--- config.mk ---
export PLATFORM = sky130hd
export DESIGN_NAME = sdram_burst_colgen
export DESIGN_NICKNAME = d
export VERILOG_FILES = /design/src/rtl/colgen_pkg.sv /design/src/rtl/colgen_mode_dec.sv /design/src/rtl/colgen_seq.sv /design/src/rtl/colgen_addr.sv /design/src/rtl/sdram_burst_colgen.sv
export SDC_FILE = /design/constraint.sdc
export NUM_CORES = 1
export LEC_CHECK = 0
export BUFFER_PORTS_ARGS = -buffer_cell sky130_fd_sc_hd__buf_2
export CORE_MARGIN = 2
export CORE_UTILIZATION = 35
export CTS_BUF_LIST = sky130_fd_sc_hd__clkbuf_4
export DETAILED_ROUTE_END_ITERATION = 8
export PLACE_DENSITY = 0.53
export SKIP_CTS_REPAIR_TIMING = 1
export SLEW_MARGIN = 30
export SYNTH_ARGS = -nofsm -noshare
export SYNTH_HDL_FRONTEND = slang
export SYNTH_SLANG_ARGS = --single-unit
export TNS_END_PERCENT = 30
--- constraint.sdc ---
create_clock -name clk -period 7.4 [get_ports clk]
set_input_delay 1.85 -clock clk [delete_from_list [all_inputs] [get_ports clk]]
set_output_delay 1.85 -clock clk [all_outputs]
set_load 0.05 [all_outputs]
--- src/rtl/colgen_pkg.sv ---
package colgen_pkg;

  typedef enum logic [2:0] {
    BL_ONE  = 3'b000,
    BL_TWO  = 3'b001,
    BL_FOUR = 3'b010,
    BL_EGT  = 3'b011,
    BL_PAGE = 3'b111
  } bl_code_e;

  function automatic logic bl_code_legal(input logic [2:0] code);
    return (code[2] == 1'b0) || (code == BL_PAGE);
  endfunction

endpackage

--- src/rtl/colgen_mode_dec.sv ---
module colgen_mode_dec #(
  parameter int COL_W = 8
) (
  input  logic [2:0]       bl_code_i,
  input  logic             ilv_i,
  input  logic             wr_single_i,
  input  logic             is_write_i,
  output logic             legal_o,
  output logic             full_o,
  output logic             ilv_o,
  output logic [COL_W-1:0] mask_o
);
  import colgen_pkg::*;

  logic [1:0] lg;
  logic       page;

  always_comb begin
    lg   = 2'd0;
    page = 1'b0;
    case (bl_code_i)
      BL_ONE:  lg = 2'd0;
      BL_TWO:  lg = 2'd1;
      BL_FOUR: lg = 2'd2;
      BL_EGT:  lg = 2'd3;
      BL_PAGE: page = 1'b1;
      default: lg = 2'd0;
    endcase
    if (is_write_i && wr_single_i) begin
      lg   = 2'd0;
      page = 1'b0;
    end
  end

  assign legal_o = bl_code_legal(bl_code_i);
  assign full_o  = page;
  assign ilv_o   = ilv_i & ~page;

  for (genvar i = 0; i < COL_W; i++) begin : g_mask
    assign mask_o[i] = page | (i < int'(lg));
  end

endmodule

--- src/rtl/colgen_seq.sv ---
module colgen_seq #(
  parameter int COL_W = 8
) (
  input  logic             clk,
  input  logic             rst_n,
  input  logic             cke_i,
  input  logic             start_i,
  input  logic             stop_i,
  input  logic [COL_W-1:0] start_col_i,
  input  logic             legal_i,
  input  logic             full_i,
  input  logic             ilv_i,
  input  logic [COL_W-1:0] mask_i,
  output logic             active_o,
  output logic             last_o,
  output logic             ilv_o,
  output logic [COL_W-1:0] base_o,
  output logic [COL_W-1:0] cnt_o,
  output logic [COL_W-1:0] mask_o
);

  logic             active_q, active_d;
  logic             full_q, full_d;
  logic             ilv_q, ilv_d;
  logic [COL_W-1:0] base_q, base_d;
  logic [COL_W-1:0] cnt_q, cnt_d;
  logic [COL_W-1:0] mask_q, mask_d;
  logic             at_end;
  logic             take;

  assign at_end = active_q & ~full_q & (cnt_q == mask_q);
  assign take   = cke_i & start_i & legal_i;

  always_comb begin
    active_d = active_q;
    full_d   = full_q;
    ilv_d    = ilv_q;
    base_d   = base_q;
    cnt_d    = cnt_q;
    mask_d   = mask_q;
    if (take) begin
      active_d = 1'b1;
      full_d   = full_i;
      ilv_d    = ilv_i;
      base_d   = start_col_i;
      cnt_d    = '0;
      mask_d   = mask_i;
    end else if (cke_i && active_q) begin
      if (stop_i || at_end) begin
        active_d = 1'b0;
      end else begin
        cnt_d = cnt_q + 1'b1;
      end
    end
  end

  always_ff @(posedge clk or negedge rst_n) begin
    if (!rst_n) begin
      active_q <= 1'b0;
      full_q   <= 1'b0;
      ilv_q    <= 1'b0;
      base_q   <= '0;
      cnt_q    <= '0;
      mask_q   <= '0;
    end else begin
      active_q <= active_d;
      full_q   <= full_d;
      ilv_q    <= ilv_d;
      base_q   <= base_d;
      cnt_q    <= cnt_d;
      mask_q   <= mask_d;
    end
  end

  assign active_o = active_q;
  assign last_o   = at_end;
  assign ilv_o    = ilv_q;
  assign base_o   = base_q;
  assign cnt_o    = cnt_q;
  assign mask_o   = mask_q;

endmodule

--- src/rtl/colgen_addr.sv ---
module colgen_addr #(
  parameter int COL_W = 8
) (
  input  logic [COL_W-1:0] base_i,
  input  logic [COL_W-1:0] cnt_i,
  input  logic [COL_W-1:0] mask_i,
  input  logic             ilv_i,
  output logic [COL_W-1:0] col_o
);

  logic [COL_W-1:0] sum;

  assign sum = base_i + cnt_i;

  for (genvar i = 0; i < COL_W; i++) begin : g_bit
    assign col_o[i] = mask_i[i] ? (ilv_i ? (base_i[i] ^ cnt_i[i]) : sum[i])
                                : base_i[i];
  end

endmodule

--- src/rtl/sdram_burst_colgen.sv ---
module sdram_burst_colgen #(
  parameter int COL_W = 8
) (
  input  logic             clk,
  input  logic             rst_n,
  input  logic             cke_i,
  input  logic             start_i,
  input  logic [COL_W-1:0] start_col_i,
  input  logic             is_write_i,
  input  logic             stop_i,
  input  logic [2:0]       bl_code_i,
  input  logic             ilv_i,
  input  logic             wr_single_i,
  output logic [COL_W-1:0] col_o,
  output logic             beat_valid_o,
  output logic             last_o
);

  logic             rst_meta_n, rst_sync_n;
  logic             dec_legal, dec_full, dec_ilv;
  logic [COL_W-1:0] dec_mask;
  logic             q_ilv;
  logic [COL_W-1:0] q_base, q_cnt, q_mask;

  always_ff @(posedge clk or negedge rst_n) begin
    if (!rst_n) begin
      rst_meta_n <= 1'b0;
      rst_sync_n <= 1'b0;
    end else begin
      rst_meta_n <= 1'b1;
      rst_sync_n <= rst_meta_n;
    end
  end

  colgen_mode_dec #(.COL_W(COL_W)) u_dec (
    .bl_code_i   (bl_code_i),
    .ilv_i       (ilv_i),
    .wr_single_i (wr_single_i),
    .is_write_i  (is_write_i),
    .legal_o     (dec_legal),
    .full_o      (dec_full),
    .ilv_o       (dec_ilv),
    .mask_o      (dec_mask)
  );

  colgen_seq #(.COL_W(COL_W)) u_seq (
    .clk         (clk),
    .rst_n       (rst_sync_n),
    .cke_i       (cke_i),
    .start_i     (start_i),
    .stop_i      (stop_i),
    .start_col_i (start_col_i),
    .legal_i     (dec_legal),
    .full_i      (dec_full),
    .ilv_i       (dec_ilv),
    .mask_i      (dec_mask),
    .active_o    (beat_valid_o),
    .last_o      (last_o),
    .ilv_o       (q_ilv),
    .base_o      (q_base),
    .cnt_o       (q_cnt),
    .mask_o      (q_mask)
  );

  colgen_addr #(.COL_W(COL_W)) u_addr (
    .base_i (q_base),
    .cnt_i  (q_cnt),
    .mask_i (q_mask),
    .ilv_i  (q_ilv),
    .col_o  (col_o)
  );

endmodule

# --- Word level (Yosys, flattened, before mapping) ---
# Cells that the tools add are included.
# Widths: inputs -> output; s select.
classes:
  mux: 26
  n_reduce_logical: 8
  n_lt_le_gt_ge: 3
  n_addsub: 2
  eq_ne: 6
  bitwise: 19
ops:
  columns: ["operator", "n"]
  rows:
  - ["$mux 8", 3]
  - ["$mux 1", 21]
  - ["$add 8x1->8 const B", 1]
  - ["$add 8x8->8", 1]
  - ["$eq 8x8->1", 1]
  - ["$xor 1x1->1", 8]
  - ["$eq 3x2->1 const B", 2]
  - ["$pmux 2 s3", 1]
  - ["$and 1x1->1", 5]
  - ["$lt 1x2->1 const A", 2]
  - ["$reduce_and 2->1", 2]
  - ["$reduce_bool 2->1", 2]
  - ["$eq 3x1->1 const B", 1]
  - ["$eq 3x3->1 const B", 1]
  - ["$not 1->1", 3]
  - ["$or 1x1->1", 3]
  - ["$logic_and 1x1->1", 2]
  - ["$logic_or 1x1->1", 2]
  - ["$lt 2x2->1 const A", 1]
  - ["$mux 2", 1]
  - ["$ne 2x1->1 const B", 1]
totals:
  register_bits: 25
  elab_cells: 72

# --- Longest topological paths before layout ---
logic_depth:
  ltp_word: 7
  ltp_mapped: 8
  mapped_depth_nobuf: 8

# --- Modules after synthesis ---
# Synthesis repeated with hierarchy kept, for this count alone.
unflattened:
  hier_cells: 225
  hier_area_um2: 1883.1
by_module_without_submodules:
  columns: ["mod", "seq_area_each_um2", "instances", "area_per_inst_um2", "cells_per_inst"]
  rows:
  - ["colgen_seq", 675.6, 1, 1313.8, 145]
  - ["colgen_addr", 0.0, 1, 416.6, 61]
  - ["colgen_mode_dec", 0.0, 1, 98.8, 16]
  - ["sdram_burst_colgen", 50.0, 1, 53.8, 3]

# --- Worst setup path after synthesis ---
# No wires, ideal clock.
synth_timing:
  kind: "register to output"
  start: "reg u_seq.cnt_q[6], in the netlist u_seq.cnt_o[6]"
  end: "out col_o[7]"
  n_path_buf: 0
  t_required_ns: 5.550
  stages_incl_launch_ff: 7
  setup_slack_ns: 3.020
  t_arrival_ns: 2.530
  path_cell_list: "dfrtp_1 > ha_1 > o21bai_1 > or3b_2 > a2111oi_0 > nor2_1 > xnor2_1"
synth_between:
  elab_chain_cells: 3
synth_rtl:
  columns: ["element", "line", "text"]
  rows:
  - ["from (decl)", "colgen_seq.sv:26", "logic [COL_W-1:0] cnt_q, cnt_d;"]
  - ["from (signal assigned)", "colgen_seq.sv:70", "cnt_q <= cnt_d;"]
  - ["$add 8x8->8", "colgen_addr.sv:13", "assign sum = base_i + cnt_i;"]
  - ["$mux 1 (2 in a row)", "colgen_addr.sv:16", "assign col_o[i] = mask_i[i] ? (ilv_i ? (base_i[i] ^ cnt_i[i]) : sum[i])"]
  - ["to (decl)", "sdram_burst_colgen.sv:14", "output logic [COL_W-1:0] col_o,"]
# Every way passes these cells.

# --- Final worst setup path ---
# Ends and elaborated chain as after synthesis.

==> metrics <==
status finished, final reports clean; Synth area leaders dfrtp_1, nand2_1, ha_1, xnor2_1, nor2_1; die area 0.00504 sq mm; share of cells above drive strength 1 0.198; sequential element share of the synthesized area 0.382; Remaining DRCs 0; FP Rows 24; CTS HTree Levels 1; Avg Inst Size Synth 8.54 sq um; min cycle time layout 4.42 ns; clk_lat worst skew 0.32 ns; Synth top area share 0.382; WHS 0.249 ns; RR Startpoint u_seq.cnt_o[5]$_DFFE_PN0P_; Crit Path Class reg2out; EDFF count, synth 0; Worst R2R Path Depth 5; clk sink count 24; vias per inst 5.00; post-route ant nets 0; Initial Utilization 0.361; final worst slack 2.98 ns; Top Ports 29; via count 1320; DP HPWL 2.60 mm; Req. time, crit path 5.55 ns; setup TNS 0 ns; final hold violation count 0; Slew headroom 0.493; CP max FO 4; IO buf count 28; post-place setup slack 3.35 ns; unrepaired setup endpoints after global routing no; Tcrit/Tclk final 0.598; Total Wirelength 3.44 mm; TritonCTS Buffers 3; vias in the first global route 1282; Yosys reg bits 24; DR iter-0 viols 54; Tightest Pin Transition 0.758 ns; global-route wire length before repair 5.93 mm; leakage 0.852 nW; clk_skew 0.00138 ns; clk root buf clkbuf_4; Area Growth Syn to Fin 14.1%; Worst Hold Class reg2async; clk slew on worst S/H paths 0.13 ns; Power Density 222 mW/mm^2; CTS tree built; core area 0.00435 sq mm; utilization after layout 0.412; synthesized area 0.00157 sq mm; endpoint class of the critical path output port; Setup crit start kind register; dominant cell type by area after synthesis dfrtp_1; routability cong. 0.777; clock tree buffer depth 2; remaining global-route overflow 0; Ys Warns 0; Die H 71.0 microns; Post-Synthesis Net Count 212; CP Data Arrival Time 2.57 ns; wire per inst 13.0 microns; Slew Limit Fails 0; crit path from u_seq.cnt_o[6]$_DFFE_PN0P_; r2r setup slk 5.42 ns; Synth cell types 42; Final setup viols 0; Post-synth top flop dfrtp_1; MaxCap Viol Count 0; Total GRT Usage 0.150; DIE WIDTH 71.0 microns; Async SR Flop Fraction 1.00; initial antenna violation count 0; # nets final 241; drt first pass iters 4; antenna cells 0; Max Fclk 226 MHz; r2r endpoint u_seq.cnt_o[7]$_DFFE_PN0P_; Max VDD drop 0.0936 mV; largest net degree at the start of global routing 23; Synth Instances 184
[cell usage after synthesis, drive strengths merged, types with 2 or more instances]
master	instances
nor3	3
a211oi	3
a2111oi	5
o21ai	12
dfrtp	24
a21oi	9
a31o	2
and2	5
inv	9
ha	8
nand2	38
nand4	2
nand3	7
xor2	3
or3	2
nor2b	4
clkbuf	5
a21o	3
nor2	15
xnor2	9
[flip-flops by register name (all words and copies together), names as in the netlist]
register and count:
u_seq.mask_o 4, rst_meta_n 1, u_seq.base_o 8, u_seq.cnt_o 8
u_seq.ilv_o 1, rst_sync_n 1, u_seq.active_o 1
[placed cells by master (no fill, tap or decap), types with 2 or more instances in the layout]
cell        n
dfrtp_1    23
nor2_1     15
a21oi_1     8
and2_1      4
a211oi_1    3
ha_1        8
nor3_1      2
clkbuf_4    3
or3_1       2
a2111oi_0   4
nand2_1    38
o21ai_0    11
xnor2_1     9
a21o_1      3
buf_2      28
xor2_1      3
nand3_1     7
nor2b_1     4
inv_1       9
nand4_1     2
[worst max-delay path by stage]
stage	to	slack, ns	cells after the start
after detailed placement	col_o[7]	3.35	7
after global routing	col_o[6]	2.80	9
after floorplan	col_o[7]	3.02	6
after global placement	col_o[7]	3.36	7
final	col_o[7]	2.98	7
after CTS	col_o[7]	2.96	7
[routing by layer]
metal | routed length [microns] | vias up | track usage
li1 | - | 692 | -
met1 | 1780 | 595 | 0.204
met5 | 0 | - | 0
met2 | 1490 | 28 | 0.240
met3 | 137 | 5 | 0.0356
met4 | 35 | 0 | 0.0377
[critical path: stages, from the launching register on]
cell       delay [ns]
dfrtp_1          0.46
ha_1             0.33
o21bai_1         0.07
or3b_2           0.43
a2111oi_0        0.43
nor2_1           0.12
xnor2_1          0.13
buf_2            0.27
[cells by family after synthesis]
| kind of cell | synth area share |
|---|---|
| and+or+nand+nor | 0.261 |
| buffers and inverters | 0.0334 |
| DFF | 0.382 |
| muxes | 0.0135 |
| other | 0.00239 |
| adders and majority gates | 0.0828 |
| xor gates and xnor gates | 0.0669 |
| AOI/OAI and AO/OA | 0.158 |
[area by class of cell]
| type | instances | area, sq um |
|---|---|---|
| Fill cell | 453 | 2560 |
| Multi-Input combinational cell | 146 | 918 |
| Sequential cell | 24 | 602 |
| Timing Repair Buffer | 29 | 148 |
| Tap cell | 52 | 65.1 |
| Inverter | 9 | 33.8 |
| Clock buffer | 3 | 22.5 |
| Clock inverter | 1 | 3.75 |
[where the power goes]
part	switching (W)	leakage [nW]	internal [W]
clock network	0.0000410	0.0154	0.0000198
registers	0.0000248	0.309	0.000148
logic	0.000107	0.527	0.0000563
[per-stage QoR]
| stage | area [sq um] | cells | total power (W) |
|---|---|---|---|
| floorplan | 1570 | 184 | 0.000300 |
| global route | 1790 | 264 | 0.000426 |
| detailed placement | 1770 | 260 | 0.000340 |
| CTS | 1790 | 264 | 0.000403 |
| finish | 1790 | 264 | 0.000397 |
| global placement | 1770 | 260 | 0.000340 |
Note: power is estimated with default switching activity, not from simulation.
